**src/rtl/fpmm_pkg.sv**
```systemverilog
package fpmm_pkg;

    localparam int FLEN     = 64;
    localparam int SP_W     = 32;
    localparam int DP_EXP_W = 11;
    localparam int DP_FRC_W = 52;
    localparam int SP_EXP_W = 8;
    localparam int SP_FRC_W = 23;
    localparam int BOX_W    = FLEN - SP_W;

    localparam logic [FLEN-1:0] DP_CANON_NAN = {1'b0, {DP_EXP_W{1'b1}}, 1'b1, {(DP_FRC_W-1){1'b0}}};
    localparam logic [SP_W-1:0] SP_CANON_NAN = {1'b0, {SP_EXP_W{1'b1}}, 1'b1, {(SP_FRC_W-1){1'b0}}};
    localparam logic [FLEN-1:0] SP_CANON_BOX = {{BOX_W{1'b1}}, SP_CANON_NAN};

    // Decoded view of one operand in the selected precision.
    typedef struct packed {
        logic            nan;
        logic            snan;
        logic [FLEN-1:0] key;   // unsigned order key, valid for non-NaN values
        logic [FLEN-1:0] bits;  // value as it would be returned (boxed if single)
    } opnd_t;

    // Registered output state.
    typedef struct packed {
        logic            valid;
        logic [FLEN-1:0] result;
        logic            invalid;
    } outreg_t;

endpackage

```
**src/rtl/fpmm_classify.sv**
```systemverilog
module fpmm_classify #(
    parameter int EXP_W = 8,
    parameter int FRC_W = 23,
    localparam int W    = 1 + EXP_W + FRC_W
) (
    input  logic [W-1:0] raw,
    output logic         is_nan,
    output logic         is_snan,
    output logic [W-1:0] key
);
    logic             exp_ones;
    logic             frc_nz;
    logic             quiet_bit;

    always_comb begin
        exp_ones  = &raw[W-2:FRC_W];
        frc_nz    = |raw[FRC_W-1:0];
        quiet_bit = raw[FRC_W-1];
        is_nan    = exp_ones && frc_nz;
        is_snan   = is_nan && !quiet_bit;
        // Sign-magnitude to unsigned order: negatives flip all bits,
        // positives set the top bit. -0 maps just below +0.
        key       = raw[W-1] ? ~raw : {1'b1, raw[W-2:0]};
    end
endmodule

```
**src/rtl/fpmm_unpack.sv**
```systemverilog
module fpmm_unpack
    import fpmm_pkg::*;
(
    input  logic [FLEN-1:0] raw,
    input  logic            is_double,
    output opnd_t           opnd
);
    logic            dp_nan, dp_snan;
    logic [FLEN-1:0] dp_key;
    logic            sp_nan, sp_snan;
    logic [SP_W-1:0] sp_key;
    logic            boxed;

    fpmm_classify #(.EXP_W(DP_EXP_W), .FRC_W(DP_FRC_W)) u_dp (
        .raw(raw), .is_nan(dp_nan), .is_snan(dp_snan), .key(dp_key)
    );

    fpmm_classify #(.EXP_W(SP_EXP_W), .FRC_W(SP_FRC_W)) u_sp (
        .raw(raw[SP_W-1:0]), .is_nan(sp_nan), .is_snan(sp_snan), .key(sp_key)
    );

    always_comb begin
        boxed = &raw[FLEN-1:SP_W];
        if (is_double) begin
            opnd.nan  = dp_nan;
            opnd.snan = dp_snan;
            opnd.key  = dp_key;
            opnd.bits = raw;
        end else if (!boxed) begin
            opnd.nan  = 1'b1;
            opnd.snan = 1'b0;
            opnd.key  = '0;
            opnd.bits = SP_CANON_BOX;
        end else begin
            opnd.nan  = sp_nan;
            opnd.snan = sp_snan;
            opnd.key  = {{BOX_W{1'b0}}, sp_key};
            opnd.bits = raw;
        end
    end
endmodule

```
**src/rtl/fpmm_order.sv**
```systemverilog
module fpmm_order #(
    parameter int W = 64
) (
    input  logic [W-1:0] key_a,
    input  logic [W-1:0] key_b,
    output logic         a_below_b
);
    always_comb a_below_b = key_a < key_b;
endmodule

```
**src/rtl/fp_minmax_unit.sv**
```systemverilog
module fp_minmax_unit
    import fpmm_pkg::*;
(
    input  logic            clk,
    input  logic            rst_n,
    input  logic            in_valid,
    input  logic [FLEN-1:0] op_a,
    input  logic [FLEN-1:0] op_b,
    input  logic            sel_max,
    input  logic            nan_prop,
    input  logic            is_double,
    output logic            out_valid,
    output logic [FLEN-1:0] result,
    output logic            invalid
);
    localparam int NOPS = 2;

    logic [FLEN-1:0] raw_ops [NOPS];
    opnd_t           ops     [NOPS];
    logic            a_below_b;
    outreg_t         state_d, state_q;

    assign raw_ops[0] = op_a;
    assign raw_ops[1] = op_b;

    for (genvar i = 0; i < NOPS; i++) begin : g_unpack
        fpmm_unpack u_unpack (
            .raw       (raw_ops[i]),
            .is_double (is_double),
            .opnd      (ops[i])
        );
    end

    fpmm_order #(.W(FLEN)) u_order (
        .key_a     (ops[0].key),
        .key_b     (ops[1].key),
        .a_below_b (a_below_b)
    );

    always_comb begin
        logic [FLEN-1:0] canon;
        logic            any_nan;
        state_d       = state_q;
        state_d.valid = in_valid;
        canon         = is_double ? DP_CANON_NAN : SP_CANON_BOX;
        any_nan       = ops[0].nan || ops[1].nan;
        if (in_valid) begin
            state_d.invalid = ops[0].snan || ops[1].snan;
            if ((ops[0].nan && ops[1].nan) || (nan_prop && any_nan)) begin
                state_d.result = canon;
            end else if (ops[0].nan) begin
                state_d.result = ops[1].bits;
            end else if (ops[1].nan) begin
                state_d.result = ops[0].bits;
            end else if (sel_max) begin
                state_d.result = a_below_b ? ops[1].bits : ops[0].bits;
            end else begin
                state_d.result = a_below_b ? ops[0].bits : ops[1].bits;
            end
        end
    end

    always_ff @(posedge clk or negedge rst_n) begin
        if (!rst_n) begin
            state_q <= '0;
        end else begin
            state_q <= state_d;
        end
    end

    assign out_valid = state_q.valid;
    assign result    = state_q.result;
    assign invalid   = state_q.invalid;

endmodule

```
**config.mk**
```make
export PLATFORM = sky130hd
export DESIGN_NAME = fp_minmax_unit
export DESIGN_NICKNAME = d
export VERILOG_FILES = /design/src/rtl/fpmm_pkg.sv /design/src/rtl/fpmm_classify.sv /design/src/rtl/fpmm_unpack.sv /design/src/rtl/fpmm_order.sv /design/src/rtl/fp_minmax_unit.sv
export SDC_FILE = /design/constraint.sdc
export NUM_CORES = 1
export LEC_CHECK = 0
export ABC_CLOCK_PERIOD_IN_PS = 1050
export BUFFER_PORTS_ARGS = -buffer_cell sky130_fd_sc_hd__buf_2
export CORE_ASPECT_RATIO = 1.1
export CORE_MARGIN = 10
export CORE_UTILIZATION = 45
export CTS_CLUSTER_SIZE = 16
export DETAILED_ROUTE_END_ITERATION = 8
export HOLD_SLACK_MARGIN = 0.15
export PLACE_DENSITY = 0.78
export SYNTH_ARGS = -nofsm -noshare
export SYNTH_HDL_FRONTEND = slang
export SYNTH_SLANG_ARGS = --single-unit
```
**constraint.sdc**
```tcl
create_clock -name clk -period 1.05 [get_ports clk]
set_input_delay 0.0525 -clock clk [delete_from_list [all_inputs] [get_ports clk]]
set_output_delay 0.0525 -clock clk [all_outputs]
set_load 0.01 [all_outputs]
```
# Yosys cells after proc, flatten, opt, wreduce, memory -nomap -nowiden
# Cells that the tools add are included.
# word_totals
out_inout_bits	66
word_cells	50
regBits	66
# classes
mux	15
magnitude_cmp	1
n_reduce_logical	27
n_bitwise	4
# op_table
operator	count
2-to-1 mux 64 bit	9
2-to-1 mux 130 bit	4
NOT 64 bit	2
OR reduction 52 bit	2
< comparator 64 bit	1
2-to-1 mux 32 bit	2
NOT 32 bit	2
AND reduction 32 bit	2
OR reduction 23 bit	2
AND reduction 11 bit	2
AND reduction 8 bit	2
logical AND 1 bit	10
zero test 1 bit	4
logical OR 1 bit	3

# Longest topological paths before layout
# depth
ltp_word	11
mapped_depth	19
depth_no_buf	16

# Hierarchy
# Synthesis repeated with hierarchy kept, for this count alone.
# unflattened
hier_cells	1317
area_unflattened_um2	9547.9
# modules_own_cells
module	n_inst	area_per_inst_um2	cells_each	seq_area_each_um2
fp_minmax_unit	1	3144.3	337	1651.6
fpmm_unpack	2	1267.5	232	0.0
fpmm_order	1	1591.5	228	0.0
fpmm_classify (g_unpack[0].u_unpack.u_dp ...)	2	757.0	95	0.0
fpmm_classify (g_unpack[0].u_unpack.u_sp ...)	2	381.6	49	0.0

# Least setup slack after synthesis
# No wires, ideal clock.
# synth_path
path_kind	input to register
startpoint	input port is_double
endpoint	register state_q, in the netlist result[63]
setup_ns	0.123
path_buffers	5
cell_stages	18
t_arrival_ns	4.353
slack_ns	-3.426
path_cell_list	buf_2 mux2i_1 clkbuf_1 buf_1 xnor2_1 nand2_1 ha_1 a211oi_1 o21ai_0 a311oi_1 o211ai_1 a31o_2 a211oi_4 mux2_4 or3_1 buf_2 buf_6 o221a_1
# synth_via
elab_chain_len	7
elab_cells_between_ends	14
classes_between	order compare: 1; mux: 9; reduce/logical: 4
# synth_lines
element	line	text
start: declaration	fp_minmax_unit.sv:11	input logic is_double,
2-to-1 mux 130 bit	fpmm_unpack.sv:24	if (is_double) begin
< comparator 64 bit	fpmm_order.sv:8	always_comb a_below_b = key_a < key_b;
2-to-1 mux 64 bit, on equally long branches	fp_minmax_unit.sv:58, fp_minmax_unit.sv:56	
2-to-1 mux 64 bit	fp_minmax_unit.sv:55	end else if (sel_max) begin
2-to-1 mux 64 bit	fp_minmax_unit.sv:53	end else if (ops[1].nan) begin
2-to-1 mux 64 bit	fp_minmax_unit.sv:51	end else if (ops[0].nan) begin
2-to-1 mux 64 bit *	fp_minmax_unit.sv:49	if ((ops[0].nan && ops[1].nan) || (nan_prop && any_nan)) begin
end signal: assignment	fp_minmax_unit.sv:67	state_q <= state_d;
end: declaration	fp_minmax_unit.sv:21	outreg_t state_d, state_q;
# Mark *: on every way between the ends. The rest lies on a longest branch, timed or not.
# A chain may end at the register's enable or synchronous reset.

# Worst setup path in the final report
# layout_path
startpoint	input port op_a[54]
endpoint	register state_q, in the netlist result[26]
# layout_via
elab_chain_len	9
elab_cells_between_ends	18
classes_between	order compare: 1; mux: 9; bitwise: 1; reduce/logical: 7
# layout_lines
element	line	text
start: declaration	fp_minmax_unit.sv:7	input logic [FLEN-1:0] op_a,
AND reduction 32 bit / NOT 64 bit (equally long branches)	fpmm_unpack.sv:23, fpmm_classify.sv:23	
2-to-1 mux 130 bit / 2-to-1 mux 64 bit (equally long branches)	fpmm_unpack.sv:29, fpmm_classify.sv:23	
2-to-1 mux 130 bit *	fpmm_unpack.sv:24	
< comparator 64 bit	fpmm_order.sv:8	
2-to-1 mux 64 bit, on equally long branches	fp_minmax_unit.sv:58, fp_minmax_unit.sv:56	
2-to-1 mux 64 bit	fp_minmax_unit.sv:55	
2-to-1 mux 64 bit	fp_minmax_unit.sv:53	
2-to-1 mux 64 bit	fp_minmax_unit.sv:51	
2-to-1 mux 64 bit *	fp_minmax_unit.sv:49	
# Marked as above.

==> run_results.csv <==
group,metric,value,unit
logic_synthesis,synth_nets,1123,
logic_synthesis,synth_area,7380,um^2
global_routing,grt_max_degree,42,
cts,clk_latency,0.35,ns
timing,fin_setup_tns,-183.14,ns
detailed_routing,drt-vias-per-instance,6.45,
finish,layout_commonest_cell,"buf_4",
setup_path,startpoint_type,"input port",
finish,fillers,957,
global_routing,use_met3,7.93,%
floorplan,fp.dieW,142,um
finish,final_cell_mix,"buf_4 (221), buf_2 (186), nor2_1 (100)",
logic_synthesis,synth-edff-count,0,
timing,min_period,3.98,ns
detailed_routing,drc_errors,0,
cts,cts_buffer_depth,2,
logic_synthesis,ys.flop_type,"dfrtp_1",
setup_path,critPathRequiredTime,1.29,ns
finish,regArea,1650,um^2
detailed_routing,dr_total_vias,10300,
finish,diodes,0,
place,dp_hpwl,24.1,mm
detailed_routing,routed_wl,40.3,mm
detailed_routing,avgRoutedWirePerCell,25.1,um
pwr,pwr-share-comb,50.2,%
logic_synthesis,synth_top_area_share,22.4,%
global_routing,grt_pass1_vias,10500,
place,place_congestion,0.997,
pwr,total_power,13.0,mW
pwr,switching_share,40.1,%
logic_synthesis,ys_seq_area_share,22.4,%
timing,setup_viol,67,
global_routing,grt_pass1_wl,55.5,mm
global_routing,grt_util_all_layers,31.4,%
cts,cts.clk_slew.worst_paths,0.07,ns
place,place_ws,-2.91,ns
global_routing,grt_overflow,0,
cts,htreeDepth,3,
floorplan,coreArea,16200,um^2
setup_path,crit_fanout,25,
setup_path,cp.arrival,4.22,ns
outcome,violations,"setup timing",
timing,fin_skew,0,ns
finish,finalNetCount,1594,
timing,slew_violations,0,
pwr,power_frac_clock,26.1,%
timing,tightestPinTransition,0.702,ns
logic_synthesis,syn_inst,922,
finish,syn2layout_area_growth,71.9,%
place,io_buffers,199,
setup_path,setup.worst_path.class,"in2reg",
detailed_routing,drtIter0Drc,1262,
global_routing,met2_usage,51.8,%
timing,setup_slack,-2.93,ns
floorplan,fp-row-count,49,
global_routing,grt_antenna_before_repair,1,
cts,cts_tree,"yes",
run,drv_cap,0,
logic_synthesis,synth-seq-cells,66,
timing,rsz0062_at_grt,"yes",
finish,drive_gt1_share,44.3,%
pwr,powerDensity,1020,nW/um^2
setup_path,r2r_cells,3,
detailed_routing,dr.pass1.iters,7,
floorplan,ios,200,
floorplan,die_area,21900,um^2
detailed_routing,drtAntennaViolNets,0,
cts,clock-sinks,66,
setup_path,cp-end-kind,"flop",
global_routing,top_usage_layer,"met2",
logic_synthesis,ys_async_sr_fraction,100,%
timing,slew_headroom,52.6,%
pwr,p_leak,5.65,nW
cts,cts_root_buf,"clkbuf_16",
pwr,p_int,7.77,mW
floorplan,initial_core_util,45.4,%
pwr,seqPwrFrac,23.7,%
cts,cts_buffers,9,
timing,fmax,251,MHz
outcome,outcome,"complete, but fails checks",
pwr,switchingPower,5.20,mW
logic_synthesis,yosysWarningCount,0,
timing,min_period_over_period,379,%
logic_synthesis,synth_top_cell_by_area,"dfrtp_1",
logic_synthesis,synth_area_per_cell,8.01,um^2
floorplan,die_h,154,um
logic_synthesis,yosysUniqueCellTypes,59,
pwr,ir_worst_vdd,0.000873,V
timing,hold-worst-slack,0.149,ns
global_routing,met1_usage,35.0,%
min_path,min_path_type,"in2reg",
finish,multiInputGateArea,6390,um^2
timing,hold_viol,0,
min_path,hold_depth,3,
logic_synthesis,synthTopCellsByArea,"dfrtp_1 (22%), ha_1 (11%), xor2_1 (11%), nor2_1 (6.2%), nand2_1 (4.2%)",
kinds of logic (layout without fill, tap and decap cells):
| family | Yosys count | count (layout) | share of synthesized area [%] |
|---|---|---|---|
| buffers and inverters | 73 | 549 | 4.19 |
| DFF | 66 | 66 | 22.4 |
| xor gates and xnor gates | 124 | 124 | 14.7 |
| adders and majority gates | 68 | 68 | 11.5 |
| and+or+nand+nor | 396 | 396 | 26.8 |
| muxes | 4 | 4 | 0.610 |
| AOI/OAI and AO/OA | 191 | 191 | 19.8 |
power by group through the flow:
| stage | Sequential (mW) | Clock [mW] | Combinational, mW |
|---|---|---|---|
| floorplan | 3.21 | 0 | 2.48 |
| global placement | 3.08 | 0 | 4.77 |
| detailed placement | 3.08 | 0 | 4.89 |
| CTS | 3.05 | 3.28 | 5.63 |
| global route | 3.09 | 3.47 | 6.86 |
| finish | 3.07 | 3.39 | 6.51 |
worst paths after layout:
kind | startpoint | end | slack, ns
setup / recovery | op_a[54] | result[26]$_DFFE_PN0P_ | -2.93
hold / removal | op_b[40] | result[40]$_DFFE_PN0P_ | 0.15
setup reg to reg | result[0]$_DFFE_PN0P_ | result[0]$_DFFE_PN0P_ | -0.20
hold reg to reg | result[53]$_DFFE_PN0P_ | result[53]$_DFFE_PN0P_ | 0.57
max in group asynchronous | rst_n | result[1]$_DFFE_PN0P_ | 0.56
min in group asynchronous | rst_n | result[10]$_DFFE_PN0P_ | 0.23
layer usage:
layer	up-vias	share of wire, %	wire (um)
met3	320	12	4810
met2	904	45	18300
li1	4315	-	-
met4	2	8.5	3420
met1	4785	34	13800
met5	-	0.032	13
repair_timing:
| action | 4_1_cts | 5_1_grt |
|---|---|---|
| setup endpoints to repair | 68 | 67 |
| hold endpoints to repair | 105 | 0 |
| resized for setup | 111 | 89 |
| setup buffers | 18 | 7 |
| gates cloned | 5 | 4 |
| hold buffers | 63 | 0 |
| pin swaps | 34 | 35 |
per-stage QoR:
step	cell area (um^2)	utilization, %	instances
6_report	12700	78.1	1602
2_1_floorplan	7630	-	922
5_1_grt	12700	78.1	1602
4_1_cts	12200	75.0	1594
3_3_place_gp	10400	64.1	1492
3_5_place_dp	10400	64.1	1492
synthesized netlist by cell type (all sizes together) (2+ instances only):
library cell / number
a211oi: 40
a21o: 8
a21oi: 41
a221o: 14
a221oi: 14
a22o: 2
and2: 33
and4: 2
buf: 19
clkbuf: 42
dfrtp: 66
ha: 67
inv: 12
mux2i: 3
nand2: 82
nand2b: 15
nand3: 16
nand4: 40
nor2: 121
nor2b: 28
nor3: 21
nor3b: 2
nor4: 30
nor4b: 3
o211ai: 3
o21a: 4
o21ai: 19
o221a: 25
o22ai: 5
o311ai: 2
o31a: 2
o41ai: 2
xnor2: 31
xor2: 93
critical path, stage by stage:
cell      delay, ns
buf_6          0.07
nand4_1        0.20
buf_4          0.21
or4_4          0.53
nor3b_4        0.30
a22o_1         0.28
ha_4           0.24
a21oi_1        0.17
nand2_1        0.08
a21oi_1        0.20
o211ai_1       0.12
a31o_2         0.34
a211oi_4       0.28
mux2_4         0.35
or3_4          0.34
buf_12         0.17
o221a_2        0.26
layout make-up:
class | count | area share (%)
timing repair buffer | 521 | 31.7
clock inverter | 7 | 0.611
multi-input combinational | 783 | 50.4
sequential | 66 | 13.0
tap | 204 | 2.01
inverter | 12 | 0.493
clock buffer | 9 | 1.77
sequential cells by signal, indices dropped and copies added, names as in the netlist:
signal,flops
invalid,1
out_valid,1
result,64
Power figures use the tool's default switching activity.
